<file path="config.mk">
export PLATFORM = sky130hd
export DESIGN_NAME = fpc_seq
export DESIGN_NICKNAME = d
export VERILOG_FILES = /design/src/rtl/flash_poll_pkg.sv /design/src/rtl/fpc_seq.sv
export SDC_FILE = /design/constraint.sdc
export NUM_CORES = 1
export LEC_CHECK = 0
export BUFFER_PORTS_ARGS = -buffer_cell sky130_fd_sc_hd__buf_2
export CORE_MARGIN = 2
export CORE_UTILIZATION = 25
export DETAILED_ROUTE_END_ITERATION = 7
export GPL_TIMING_DRIVEN = 0
export SLEW_MARGIN = 20
export SYNTH_ARGS = -nofsm -noshare
export SYNTH_HDL_FRONTEND = slang
export SYNTH_SLANG_ARGS = --single-unit
</file>
<file path="constraint.sdc">
create_clock -name clk -period 1.6 [get_ports clk]
set_input_delay 0.16 -clock clk [delete_from_list [all_inputs] [get_ports clk]]
set_output_delay 0.16 -clock clk [all_outputs]
set_load 0.01 [all_outputs]
</file>
<file path="src/rtl/flash_poll_pkg.sv">
package flash_poll_pkg;
  localparam int STATUS_BIT = 7;
  localparam int TIMEOUT_BIT = 5;

  typedef enum logic [2:0] {
    S_IDLE,
    S_POLL_REQ,
    S_POLL_WAIT,
    S_RECHK_REQ,
    S_RECHK_WAIT,
    S_DATA_REQ,
    S_DATA_WAIT
  } poll_st_e;
endpackage

</file>
<file path="src/rtl/fpc_seq.sv">
module fpc_seq
  import flash_poll_pkg::*;
#(
  parameter int ADDR_W = 17,
  parameter int DATA_W = 8
) (
  input  logic              clk,
  input  logic              rst_n,
  input  logic              start,
  input  logic              op_erase,
  input  logic [ADDR_W-1:0] addr,
  input  logic [DATA_W-1:0] exp_data,
  input  logic              budget_last,
  output logic              budget_load,
  output logic              budget_dec,
  output logic              busy,
  output logic              done,
  output logic              pass,
  output logic              fail,
  output logic [DATA_W-1:0] result_data,
  output logic              rd_req,
  output logic [ADDR_W-1:0] rd_addr,
  input  logic              rd_valid,
  input  logic [DATA_W-1:0] rd_data
);
  poll_st_e st_q, st_d;
  logic     tgt_q;
  logic     start_acc;
  logic     bit_ok;
  logic     pass_evt;
  logic     fail_evt;
  logic     cap_evt;

  assign start_acc = (st_q == S_IDLE) && start;
  assign bit_ok    = (rd_data[STATUS_BIT] == tgt_q);

  always_comb begin
    st_d       = st_q;
    pass_evt   = 1'b0;
    fail_evt   = 1'b0;
    cap_evt    = 1'b0;
    budget_dec = 1'b0;
    unique case (st_q)
      S_IDLE:      if (start) st_d = S_POLL_REQ;
      S_POLL_REQ:  st_d = S_POLL_WAIT;
      S_POLL_WAIT: if (rd_valid) begin
        if (bit_ok) st_d = S_DATA_REQ;
        else if (rd_data[TIMEOUT_BIT]) st_d = S_RECHK_REQ;
        else if (budget_last) begin
          st_d     = S_IDLE;
          fail_evt = 1'b1;
        end else begin
          st_d       = S_POLL_REQ;
          budget_dec = 1'b1;
        end
      end
      S_RECHK_REQ: st_d = S_RECHK_WAIT;
      S_RECHK_WAIT: if (rd_valid) begin
        if (bit_ok) st_d = S_DATA_REQ;
        else begin
          st_d     = S_IDLE;
          fail_evt = 1'b1;
        end
      end
      S_DATA_REQ:  st_d = S_DATA_WAIT;
      S_DATA_WAIT: if (rd_valid) begin
        st_d     = S_IDLE;
        pass_evt = 1'b1;
        cap_evt  = 1'b1;
      end
      default:     st_d = S_IDLE;
    endcase
  end

  assign budget_load = start_acc;

  always_ff @(posedge clk or negedge rst_n) begin
    if (!rst_n) begin
      st_q        <= S_IDLE;
      tgt_q       <= 1'b0;
      rd_addr     <= '0;
      done        <= 1'b0;
      pass        <= 1'b0;
      fail        <= 1'b0;
      result_data <= '0;
    end else begin
      st_q <= st_d;
      done <= pass_evt || fail_evt;
      if (start_acc) begin
        tgt_q   <= op_erase ? 1'b1 : exp_data[STATUS_BIT];
        rd_addr <= addr;
      end
      if (start_acc || pass_evt) pass <= pass_evt;
      if (start_acc || fail_evt) fail <= fail_evt;
      if (start_acc || cap_evt) result_data <= cap_evt ? rd_data : '0;
    end
  end

  assign busy   = (st_q != S_IDLE);
  assign rd_req = (st_q == S_POLL_REQ) || (st_q == S_RECHK_REQ) ||
                  (st_q == S_DATA_REQ);

  // a request lasts a single cycle
  a_r2_req_pulse: assert property (@(posedge clk) disable iff (!rst_n)
    rd_req |=> !rd_req);
  // the address does not move while an operation runs
  a_r3_addr_hold: assert property (@(posedge clk) disable iff (!rst_n)
    (busy && $past(busy)) |-> (rd_addr == $past(rd_addr)));
  // done is a one-cycle pulse with an exclusive verdict while idle
  a_r8_done_pulse: assert property (@(posedge clk) disable iff (!rst_n)
    done |=> !done);
  a_r8_verdict_onehot: assert property (@(posedge clk) disable iff (!rst_n)
    done |-> ((pass ^ fail) && !busy));
  // a pass is only declared on returned read data
  a_r5_pass_on_data: assert property (@(posedge clk) disable iff (!rst_n)
    $rose(pass) |-> $past(rd_valid));
endmodule

</file>
Yosys cells after proc, flatten, opt, wreduce, memory -nomap -nowiden:

Cells that the tools add are included.
Widths: inputs -> output; s select.

* word-level logic and storage cells: 52
* register bits after elaboration: 32

* muxes and demuxes: 25
* equal/unequal tests: 11
* reductions and logical operators: 9

Operators by type and width (count)
* $pmux 3 s7: 1
* $mux 3: 6
* $mux 1: 15
* $eq 3x3->1 const B: 3
* $mux 8: 1
* $ne 2x2->1 const B: 4
* $eq 3x2->1 const B: 2
* $logic_or 1x1->1: 5
* $reduce_and 4->1: 1
* $eq 3x1->1 const B: 1
* $logic_not 3->1: 1
* $reduce_bool 3->1: 1
* $mux 2: 1
* $pmux 1 s2: 1
* $eq 1x1->1: 1
* $logic_and 1x1->1: 1

Longest topological paths before layout:

Gate-level depths: netlist (run 1).

* depth in word-level cells: 6
* depth in mapped cells: 5
* mapped depth without buffers: 3

Least setup slack after synthesis (run 1):

Ideal clock, no wire load.

* kind: register to output
* start point: reg st_q[2]
* end point: out budget_dec
* stages on the path, launching flop included: 5
* required time: 1.440 ns
* setup slack: 0.208 ns
* arrival time: 1.232 ns
* cells stage by stage: dfrtp_1 buf_2 nor2_1 nand3_1 nor4b_1

* word-level cells in the longest chain between the ends: 2

RTL lines
* start, declared: line fpc_seq.sv:26 `poll_st_e st_q, st_d;`
* start signal, assigned: line fpc_seq.sv:87 `st_q <= st_d;`
* $eq 3x2->1: line fpc_seq.sv:43 `unique case (st_q)`
* $mux 1: line fpc_seq.sv:43
* end, declared: line fpc_seq.sv:15 `output logic budget_dec,`

Every way passes these cells.

Final worst setup path (run 1):

Same ends and word-level chain as after synthesis.

==> results.sh, run 1 <==
export IMPL_num_antenna_cells=0
export IMPL_clock_sinks=32
export IMPL_startpoint="st_q[2]"
export IMPL_dr_first_iter_drc_count=12
export IMPL_drt_wl_total_mm=3.27
export IMPL_grt_antenna_before_repair=0
export IMPL_cp_max_fo=5
export IMPL_track_usage_pct=10.5
export IMPL_grt_pass1_wl_mm=4.97
export IMPL_r2r_slack_ns=0.04
export IMPL_worst_setup_path_start_kind="register"
export IMPL_ios=71
export IMPL_die_w_um=78.3
export IMPL_max_freq_mhz=632
export IMPL_total_power_uw=3870
export IMPL_ys_seq_elements=32
export IMPL_initial_core_util_pct=25.5
export IMPL_use_met3_pct=2.76
export IMPL_slew_violations=0
export IMPL_p_sw_uw=1350
export IMPL_synthesis_area_um2=1380
export IMPL_postSynthCellCount=114
export IMPL_fillers=577
export IMPL_layout_drive_gt1_share_pct=55.7
export IMPL_leakage_uw=0.00101
export IMPL_die_h_um=78.3
export IMPL_maxCapViolCount=0
export IMPL_cts_tree="yes"
export IMPL_grtUsageMet2_pct=17.9
export IMPL_antenna_left=0
export IMPL_p_comb_share_pct=46.9
export IMPL_status="completed"
export IMPL_hpwlAfterDp_mm=2.18
export IMPL_power_frac_clock_pct=16.6
export IMPL_clk_latency_ns=0.28
export IMPL_ys_warn_count=0
export IMPL_coreArea_um2=5410
export IMPL_syn2layout_area_growth_pct=47.1
export IMPL_hold_depth=3
export IMPL_worst_setup_path_type="reg2out"
export IMPL_p_int_uw=2520
export IMPL_endpoint="budget_dec"
export IMPL_numCtsBuffers=5
export IMPL_firstDrtPassIters=4
export IMPL_worstMarginPinSlew_ns=0.719
export IMPL_clockRootBuffer="clkbuf_8"
export IMPL_multi_input_area_um2=571
export IMPL_worstReg2RegEnd="rd_addr[2]"
export IMPL_avgSynthCellArea_um2=12.1
export IMPL_endpoint_kind="output port"
export IMPL_hold_viol_final=0
export IMPL_slew_limit_headroom_pct=52.1
export IMPL_timing_final_crit_share_pct=98.9
export IMPL_reg2reg_depth=4
export IMPL_met1_usage_pct=12.4
export IMPL_ys_types=27
export IMPL_fin_hold_ws_ns=0.0854
export IMPL_top_usage_layer="met2"
export IMPL_dieArea_um2=6130
export IMPL_grt_pass1_vias=1071
export IMPL_min_period_ns=1.58
export IMPL_numPortBuffers=63
export IMPL_std_cell_rows=27
export IMPL_grt_max_degree=33
export IMPL_peakVddDrop_uv=494
export IMPL_clkTransAtPathRegs_ns=0.07
export IMPL_min_path_type="in2reg"
export IMPL_p_seq_share_pct=36.5
export IMPL_via_per_inst=4.12
export IMPL_gp_congestion=0.753
export IMPL_clockBufferDepth=2
export IMPL_power_density_nw_per_um2=1910
export IMPL_rsz0062_at_grt="true"
export IMPL_swShare_pct=34.8
export IMPL_required_ns=1.44
export IMPL_regArea_um2=802
export IMPL_post_place_cells=249
export IMPL_design_final_nets=230
export IMPL_syn_nets=153
export IMPL_wire_per_inst_um=12.4
export IMPL_gr_total_overflow=0
export IMPL_drc=0
export IMPL_num_vias=1087
export IMPL_r2r_start="st_q[0]"
export IMPL_final_core_util_pct=37.5
export IMPL_ys_seq_area_share_pct=58.0
export IMPL_arrival_ns=1.42
export IMPL_skew_ns=0.00588
export IMPL_cts_max_level=2
export IMPL_setup_violations=0
export IMPL_instances_no_fill=264
-- cell usage after synthesis --
library cell   n  area [um^2]
mux2_1         1         11.3
nor2b_1        1         6.26
nor4b_1        1         8.76
a21oi_1        2         10.0
dfrtp_1       32          801
a21boi_0       1         7.51
buf_4          1         7.51
buf_2          4         20.0
xor2_1         1         8.76
mux2_2        16          180
nand3b_1       1         7.51
o32ai_1        1         8.76
o31ai_1        1         7.51
buf_6          2         22.5
or3_1          1         6.26
nor2_1         6         22.5
and4b_1        1         10.0
o21ai_0       12         60.1
nand3_1        2         10.0
nor4b_4        1         23.8
mux2i_1        2         20.0
nor4bb_1       1         10.0
xnor2_1        2         17.5
and2_1         1         6.26
nand4b_2       1         15.0
inv_1          3         11.3
nand2_1       16         60.1
-- logic make-up (layout without fill, tap and decap cells) --
logic type	Yosys count	after routing	share of synthesized area, %
buf+inv	10	88	4.44
flops	32	32	58.0
mux	19	19	15.3
xor+xnor	3	3	1.90
compound gates	17	17	6.80
simple gates	33	33	13.5
-- placed cells by master (no fill, tap or decap) --
master,n
or3_1,1
o32ai_1,1
dfrtp_2,1
and2_1,1
buf_12,1
nor4bb_1,1
buf_4,6
xor2_2,1
mux2i_1,2
nand3_2,1
buf_2,65
inv_1,3
nor4b_2,1
nor2_1,5
a21boi_0,1
o31ai_1,1
nand4b_2,1
mux2_4,7
clkbuf_16,1
nand2_1,16
mux2_2,9
nand3b_1,1
dfrtp_1,31
o21ai_0,12
dlygate4sd3_1,1
clkbuf_8,6
clkinv_2,2
nor4b_4,1
nor2b_1,1
mux2_1,1
xnor2_1,2
and4b_1,1
buf_6,2
a21oi_1,2
buf_8,1
nand3_1,1
nor2_4,1
-- layout make-up --
cell class | instances | area share [%]
flip-flops and latches | 32 | 39.5
plain buffers | 7 | 3.82
clock inverters | 2 | 0.493
repair buffers | 70 | 19.0
clock buffers | 6 | 4.07
well taps | 72 | 4.44
inverters | 3 | 0.555
multi-input cells | 72 | 28.1
-- power by group through the flow --
stage               clock network, uW  registers, uW  logic, uW
floorplan                           0           1580        783
global placement                    0           1400       1530
detailed placement                  0           1410       1550
CTS                               679           1410       1630
global route                      711           1470       1980
finish                            643           1410       1810
-- per-layer routing --
| metal | vias up | part of all wire [%] |
|---|---|---|
| met2 | 27 | 51 |
| li1 | 538 | - |
| met5 | - | 0 |
| met1 | 518 | 45 |
| met4 | 0 | 1.3 |
| met3 | 4 | 2.8 |
-- what timing repair did --
action,in CTS,in global routing
setup buffers,1,3
hold endpoints to repair,32,0
setup endpoints to repair,2,19
gates cloned,0,2
hold buffers,1,0
resized for setup,10,11
pin swaps,2,1
-- metrics by stage --
| step | worst slack (ns) | TNS, ns | area [um^2] |
|---|---|---|---|
| 2_1_floorplan | 0.208 | 0 | 1380 |
| 3_3_place_gp | 0.129 | 0 | 1790 |
| 3_5_place_dp | 0.130 | 0 | 1790 |
| 4_1_cts | 0.00300 | 0 | 1940 |
| 5_1_grt | -0.0556 | -0.420 | 2030 |
| 6_report | 0.0173 | 0 | 2030 |
-- worst min-delay path by stage --
stage | start | endpoint | slack, ns
floorplan | rst_n | done | -0.14
global placement | rst_n | result_data[5] | 0.27
detailed placement | rst_n | result_data[1] | 0.26
CTS | rd_data[0] | result_data[0] | 0.07
global route | rd_data[4] | result_data[4] | 0.08
finish | rd_data[1] | result_data[1] | 0.09
-- flip-flops by register name (all words and copies together) (netlist names) --
signal / count
done: 1
fail: 1
pass: 1
rd_addr: 17
result_data: 8
st_q: 3
tgt_q: 1
-- worst max-delay path, stage by stage (launching register included) --
cell and delay [ns]:
dfrtp_2 0.44, buf_6 0.14, nor2_4 0.10, nand3_2 0.10, nor4b_2 0.21, buf_2 0.16
Power figures use the tool's default switching activity.
==> run 2, diff against run 1 <==
==> constraint.sdc (replaced) <==
create_clock -name clk -period 1.7 [get_ports clk]
set_input_delay 0.085 -clock clk [delete_from_list [all_inputs] [get_ports clk]]
set_output_delay 0.085 -clock clk [all_outputs]
set_load 0.01 [all_outputs]
==> run 2 against run 1 <==
Against the previous run: power is 13% lower; final cell count fell by 1.1%; non-clock buffer count decreased by 3; combinational power shrank 20%; critical path depth did not move; sequential cell count did not move; die area is the same; largest power group unchanged; highest routed layer unchanged.
==> results.sh, run 2 (same netlist as run 1, synthesis figures left out) <==
export IMPL_cpMostUsedCell="buf_2"
export IMPL_clock_sinks=32
export IMPL_reg_top3="rd_addr: 17 flops, result_data: 8 flops, st_q: 3 flops"
export IMPL_setup_tns_ns=0
export IMPL_power_frac_clock_pct=18.0
export IMPL_worst_setup_path_type="reg2out"
export IMPL_cts_tree="yes"
export IMPL_leakage_uw=0.000952
export IMPL_die_h_um=78.3
export IMPL_die_w_um=78.3
export IMPL_worstMarginPinSlew_ns=0.716
export IMPL_max_freq_mhz=619
export IMPL_slowest_delay_ns=0.41
export IMPL_gr_total_overflow=0
export IMPL_design_final_nets=227
export IMPL_place_area_um2=1790
export IMPL_min_path_type="in2reg"
export IMPL_final_common_cell="buf_2"
export IMPL_grt_pass1_vias=1064
export IMPL_gp_congestion=0.753
export IMPL_via_per_inst=4.15
export IMPL_coreArea_um2=5410
export IMPL_status="completed"
export IMPL_maxCapViolCount=0
export IMPL_hpwlAfterDp_mm=2.18
export IMPL_peakVddDrop_uv=466
export IMPL_hold_viol_final=0
export IMPL_slew_limit_headroom_pct=52.3
export IMPL_slew_violations=0
export IMPL_path_buf_inv=2
export IMPL_swShare_pct=35.3
export IMPL_ios=71
export IMPL_worst_setup_path_start_kind="register"
export IMPL_skew_ns=0.00806
export IMPL_cp_top_family="simple AND/OR/NAND/NOR gates"
export IMPL_crit_slowest_cell="dfrtp_1"
export IMPL_initial_core_util_pct=25.5
export IMPL_arrival_ns=1.53
export IMPL_dieArea_um2=6130
export IMPL_cts_max_level=2
export IMPL_p_sw_uw=1190
export IMPL_clkTransAtPathRegs_ns=0.07
export IMPL_antenna_left=0
export IMPL_min_period_ns=1.62
export IMPL_postCtsSetupBuffers=0
export IMPL_num_antenna_cells=0
export IMPL_regMostFlops="rd_addr"
export IMPL_grt_antenna_before_repair=0
export IMPL_grt_max_degree=33
export IMPL_largest_register_ffs=17
export IMPL_setup_violations=0
export IMPL_std_cell_rows=27
export IMPL_final_cell_mix="67 x buf_2, 32 x dfrtp_1, 16 x mux2_2, 16 x nand2_1, 12 x o21ai_0"
export IMPL_p_comb_share_pct=42.9
export IMPL_drc=0
export IMPL_fin_area_um2=1930
export IMPL_wire_per_inst_um=11.7
export IMPL_cp_max_fo=10
export IMPL_dr_first_iter_drc_count=13
export IMPL_p_int_uw=2170
export IMPL_layout_drive_gt1_share_pct=51.9
export IMPL_track_usage_pct=10.4
export IMPL_numPortBuffers=63
export IMPL_p_seq_share_pct=39.2
export IMPL_clk_latency_ns=0.28
export IMPL_clockRootBuffer="clkbuf_8"
export IMPL_power_density_nw_per_um2=1740
export IMPL_firstDrtPassIters=4
export IMPL_cp_cell_sequence="buf_2 -> nor2_1 -> nand3_1 -> nor4b_2 -> buf_2"
export IMPL_endpoint_kind="output port"
export IMPL_drt_wl_total_mm=3.05
export IMPL_grt_pass1_wl_mm=4.93
export IMPL_num_vias=1083
export IMPL_required_ns=1.62
export IMPL_clockBufferDepth=2
export IMPL_syn2layout_area_growth_pct=40.0
export IMPL_rsz0062_at_grt="false"
export IMPL_numCtsBuffers=5
export IMPL_timing_final_crit_share_pct=95.1
==> run 2: changes by cell type in the layout (fill, tap and decap cells not counted), sizes merged <==
cell,change
dlygate4sd3,+3
clkbuf,-1
buf,-5
==> run 2: layer usage <==
| layer | GRT usage, % | share of wire (%) | vias to the layer above |
|---|---|---|---|
| li1 | - | - | 535 |
| met1 | 12.7 | 45 | 515 |
| met2 | 17.2 | 51 | 29 |
| met3 | 2.76 | 3.3 | 4 |
| met4 | 4.74 | 1.4 | 0 |
| met5 | 0 | 0 | - |
==> run 2: layout make-up <==
class	count	area, um^2
fillers	558	3470
flip-flops and latches	32	801
inverters	3	11.3
repair buffers	67	355
clock inverters	2	10.0
plain buffers	7	50.0
clock buffers	6	82.6
well taps	72	90.1
multi-input cells	72	532
==> run 2: worst paths after layout <==
kind                       slack [ns]              to  startpoint  cells past startpoint
min in group asynchronous        0.40           tgt_q       rst_n                      2
max in group asynchronous        0.83     rd_addr[11]       rst_n                      2
min                              0.01  result_data[2]  rd_data[2]                      3
max reg2reg                      0.22     rd_addr[14]     st_q[2]                      3
max                              0.08      budget_dec     st_q[2]                      5
min reg2reg                      0.49      rd_addr[4]  rd_addr[4]                      1
==> run 2: timing repair <==
item | CTS | global route
endpoints found under the hold margin | 35 | 0
hold buffers | 4 | 0
resized for setup | 0 | 2
endpoints found under the setup margin | 0 | 1
==> run 2: metrics by stage <==
stage          utilization [%]  total power, uW  hold slack, ns  worst slack, ns  instances
3_5_place_dp              33.0             2790           0.188            0.230        249
4_1_cts                   35.5             3420        0.000500           0.0470        261
6_report                  35.7             3360          0.0118           0.0838        261
2_1_floorplan                -             2230          -0.211            0.355        114
3_3_place_gp              33.0             2760           0.193            0.229        249
5_1_grt                   35.7             3630          0.0230          0.00645        261
==> run 2: worst register-to-register path: cells and delay by family, from the launching register on <==
family                 cells  cell delay [ns]
DFF                        1             0.41
buffers and inverters      1             0.21
muxes                      1             0.34
and+or+nand+nor            1             0.40
==> run 2: power groups by stage <==
stage | sequential, uW | clock, uW | combinational (uW)
floorplan | 1490 | 0 | 737
global placement | 1320 | 0 | 1440
detailed placement | 1330 | 0 | 1460
CTS | 1320 | 639 | 1470
global route | 1370 | 669 | 1590
finish | 1320 | 603 | 1440
==> run 3, diff against run 2 <==
==> constraint.sdc (replaced) <==
create_clock -name clk -period 1.7 [get_ports clk]
set_input_delay 0 -clock clk [delete_from_list [all_inputs] [get_ports clk]]
set_output_delay 0 -clock clk [all_outputs]
set_load 0.01 [all_outputs]
==> run 3 against run 2 <==
Against the previous run: clock power about the same; combinational power increased by 3%; sequential cell count unchanged; via count increased by 7.7%; first-iteration DRC count increased by 69%; clock-buffer cell count unchanged; critical path type unchanged; largest cell class unchanged; highest routed layer unchanged.
==> results.sh, run 3 (same netlist as run 1, synthesis figures left out) <==
export IMPL_total_power_uw=3400
export IMPL_maxCapViolCount=0
export IMPL_via_per_inst=4.11
export IMPL_layout_drive_gt1_share_pct=45.3
export IMPL_rsz0062_at_grt="false"
export IMPL_peakVddDrop_uv=475
export IMPL_skew_ns=0.00800
export IMPL_leakage_uw=0.00105
export IMPL_grt_antenna_before_repair=0
export IMPL_cp_max_fo=4
export IMPL_gp_congestion=0.753
export IMPL_grt_max_degree=33
export IMPL_design_final_nets=250
export IMPL_antenna_left=0
export IMPL_fillers=528
export IMPL_slew_violations=0
export IMPL_dieArea_um2=6130
export IMPL_track_usage_pct=11.5
export IMPL_min_path_type="in2reg"
export IMPL_std_cell_rows=27
export IMPL_grt_pass1_vias=1201
export IMPL_timing_final_crit_share_pct=91.5
export IMPL_required_ns=1.70
export IMPL_slew_limit_headroom_pct=51.1
export IMPL_clockRootBuffer="clkbuf_8"
export IMPL_post_place_cells=249
export IMPL_coreArea_um2=5410
export IMPL_syn2layout_area_growth_pct=55.7
export IMPL_hold_start="op_erase"
export IMPL_endpoint_kind="output port"
export IMPL_wire_per_inst_um=12.0
export IMPL_power_density_nw_per_um2=1580
export IMPL_r2r_start="st_q[2]"
export IMPL_worst_setup_path_type="reg2out"
export IMPL_regMostFlops="rd_addr"
export IMPL_hpwlAfterDp_mm=2.18
export IMPL_die_h_um=78.3
export IMPL_cts_max_level=2
export IMPL_grt_pass1_wl_mm=5.47
export IMPL_final_cell_mix="67 x buf_2, 32 x dfrtp_1, 27 x dlygate4sd3_1, 16 x mux2_2, 16 x nand2_1"
export IMPL_reg_top3="rd_addr: 17 flops, result_data: 8 flops, st_q: 3 flops"
export IMPL_drt_wl_total_mm=3.41
export IMPL_clock_sinks=32
export IMPL_arrival_ns=1.55
export IMPL_worst_setup_path_start_kind="register"
export IMPL_clkTransAtPathRegs_ns=0.07
export IMPL_instances_no_fill=284
export IMPL_drc=0
export IMPL_largest_register_ffs=17
export IMPL_worstMarginPinSlew_ns=0.734
export IMPL_clockBufferDepth=2
export IMPL_multi_input_area_um2=518
export IMPL_final_common_cell="buf_2"
export IMPL_dr_first_iter_drc_count=22
export IMPL_initial_core_util_pct=25.5
export IMPL_cts_tree="yes"
export IMPL_startpoint="tgt_q"
export IMPL_min_period_ns=1.55
export IMPL_clk_latency_ns=0.28
export IMPL_gr_total_overflow=0
export IMPL_numCtsBuffers=5
export IMPL_num_vias=1166
export IMPL_status="completed"
export IMPL_max_freq_mhz=643
export IMPL_cts_repair_resized=0
export IMPL_num_antenna_cells=0
export IMPL_setup_violations=0
export IMPL_setup_tns_ns=0
export IMPL_numPortBuffers=63
export IMPL_hold_viol_final=0
export IMPL_ios=71
export IMPL_die_w_um=78.3
export IMPL_firstDrtPassIters=4
export IMPL_regArea_um2=801
[run 3: cell types whose count changed in the layout (fill, tap and decap cells not counted), sizes merged]
cell | previous run | this run
dlygate4sd3 | 4 | 27
[run 3: worst paths after layout]
kind | to | slack (ns) | cells past startpoint
hold / removal | tgt_q | 0.02 | 3
setup / recovery | budget_dec | 0.15 | 4
hold reg to reg | rd_addr[4] | 0.49 | 1
max in group asynchronous | rd_addr[8] | 0.90 | 2
min in group asynchronous | st_q[0] | 0.32 | 2
setup reg to reg | rd_addr[11] | 0.23 | 3
[run 3: what timing repair did]
item,4_1_cts,5_1_grt
endpoints found under the hold margin,59,0
setup endpoints to repair,0,0
buffers inserted,0,0
hold buffers,27,0
[run 3: power by group]
group	leakage (uW)	internal (uW)	switching [uW]	total, uW
clock network	0.0000510	323	282	605
registers	0.000397	1130	185	1310
logic	0.000597	751	734	1490
[run 3: layer usage]
layer / wire length [um] / global-route usage [%]
met2: 1790 / 20.3
met4: 43 / 5.09
met1: 1490 / 13.2
met5: 0 / 0
met3: 88 / 2.76
[run 3: cell type report]
class | instances | share of cell area, %
Inverter | 3 | 0.524
Clock inverter | 2 | 0.466
Clock buffer | 6 | 3.84
Tap cell | 72 | 4.19
Multi-Input combinational cell | 72 | 24.1
Buffer | 7 | 2.33
Sequential cell | 32 | 37.3
Timing Repair Buffer | 90 | 27.3
[run 3: stage by stage]
step                setup WS (ns)  hold slack, ns  area (um^2)  util [%]
floorplan                   0.355          -0.296         1380         -
global placement            0.229           0.108         1790      33.0
detailed placement          0.230           0.103         1790      33.0
CTS                         0.132        0.000726         2150      39.7
global route               0.0452          0.0467         2150      39.7
finish                      0.145          0.0151         2150      39.7
[run 3: critical path, cell delays in order, from the launching register on]
cell     delay [ns]
dfrtp_1        0.40
xor2_1         0.29
nand3_1        0.14
nor4b_1        0.27
buf_2          0.18
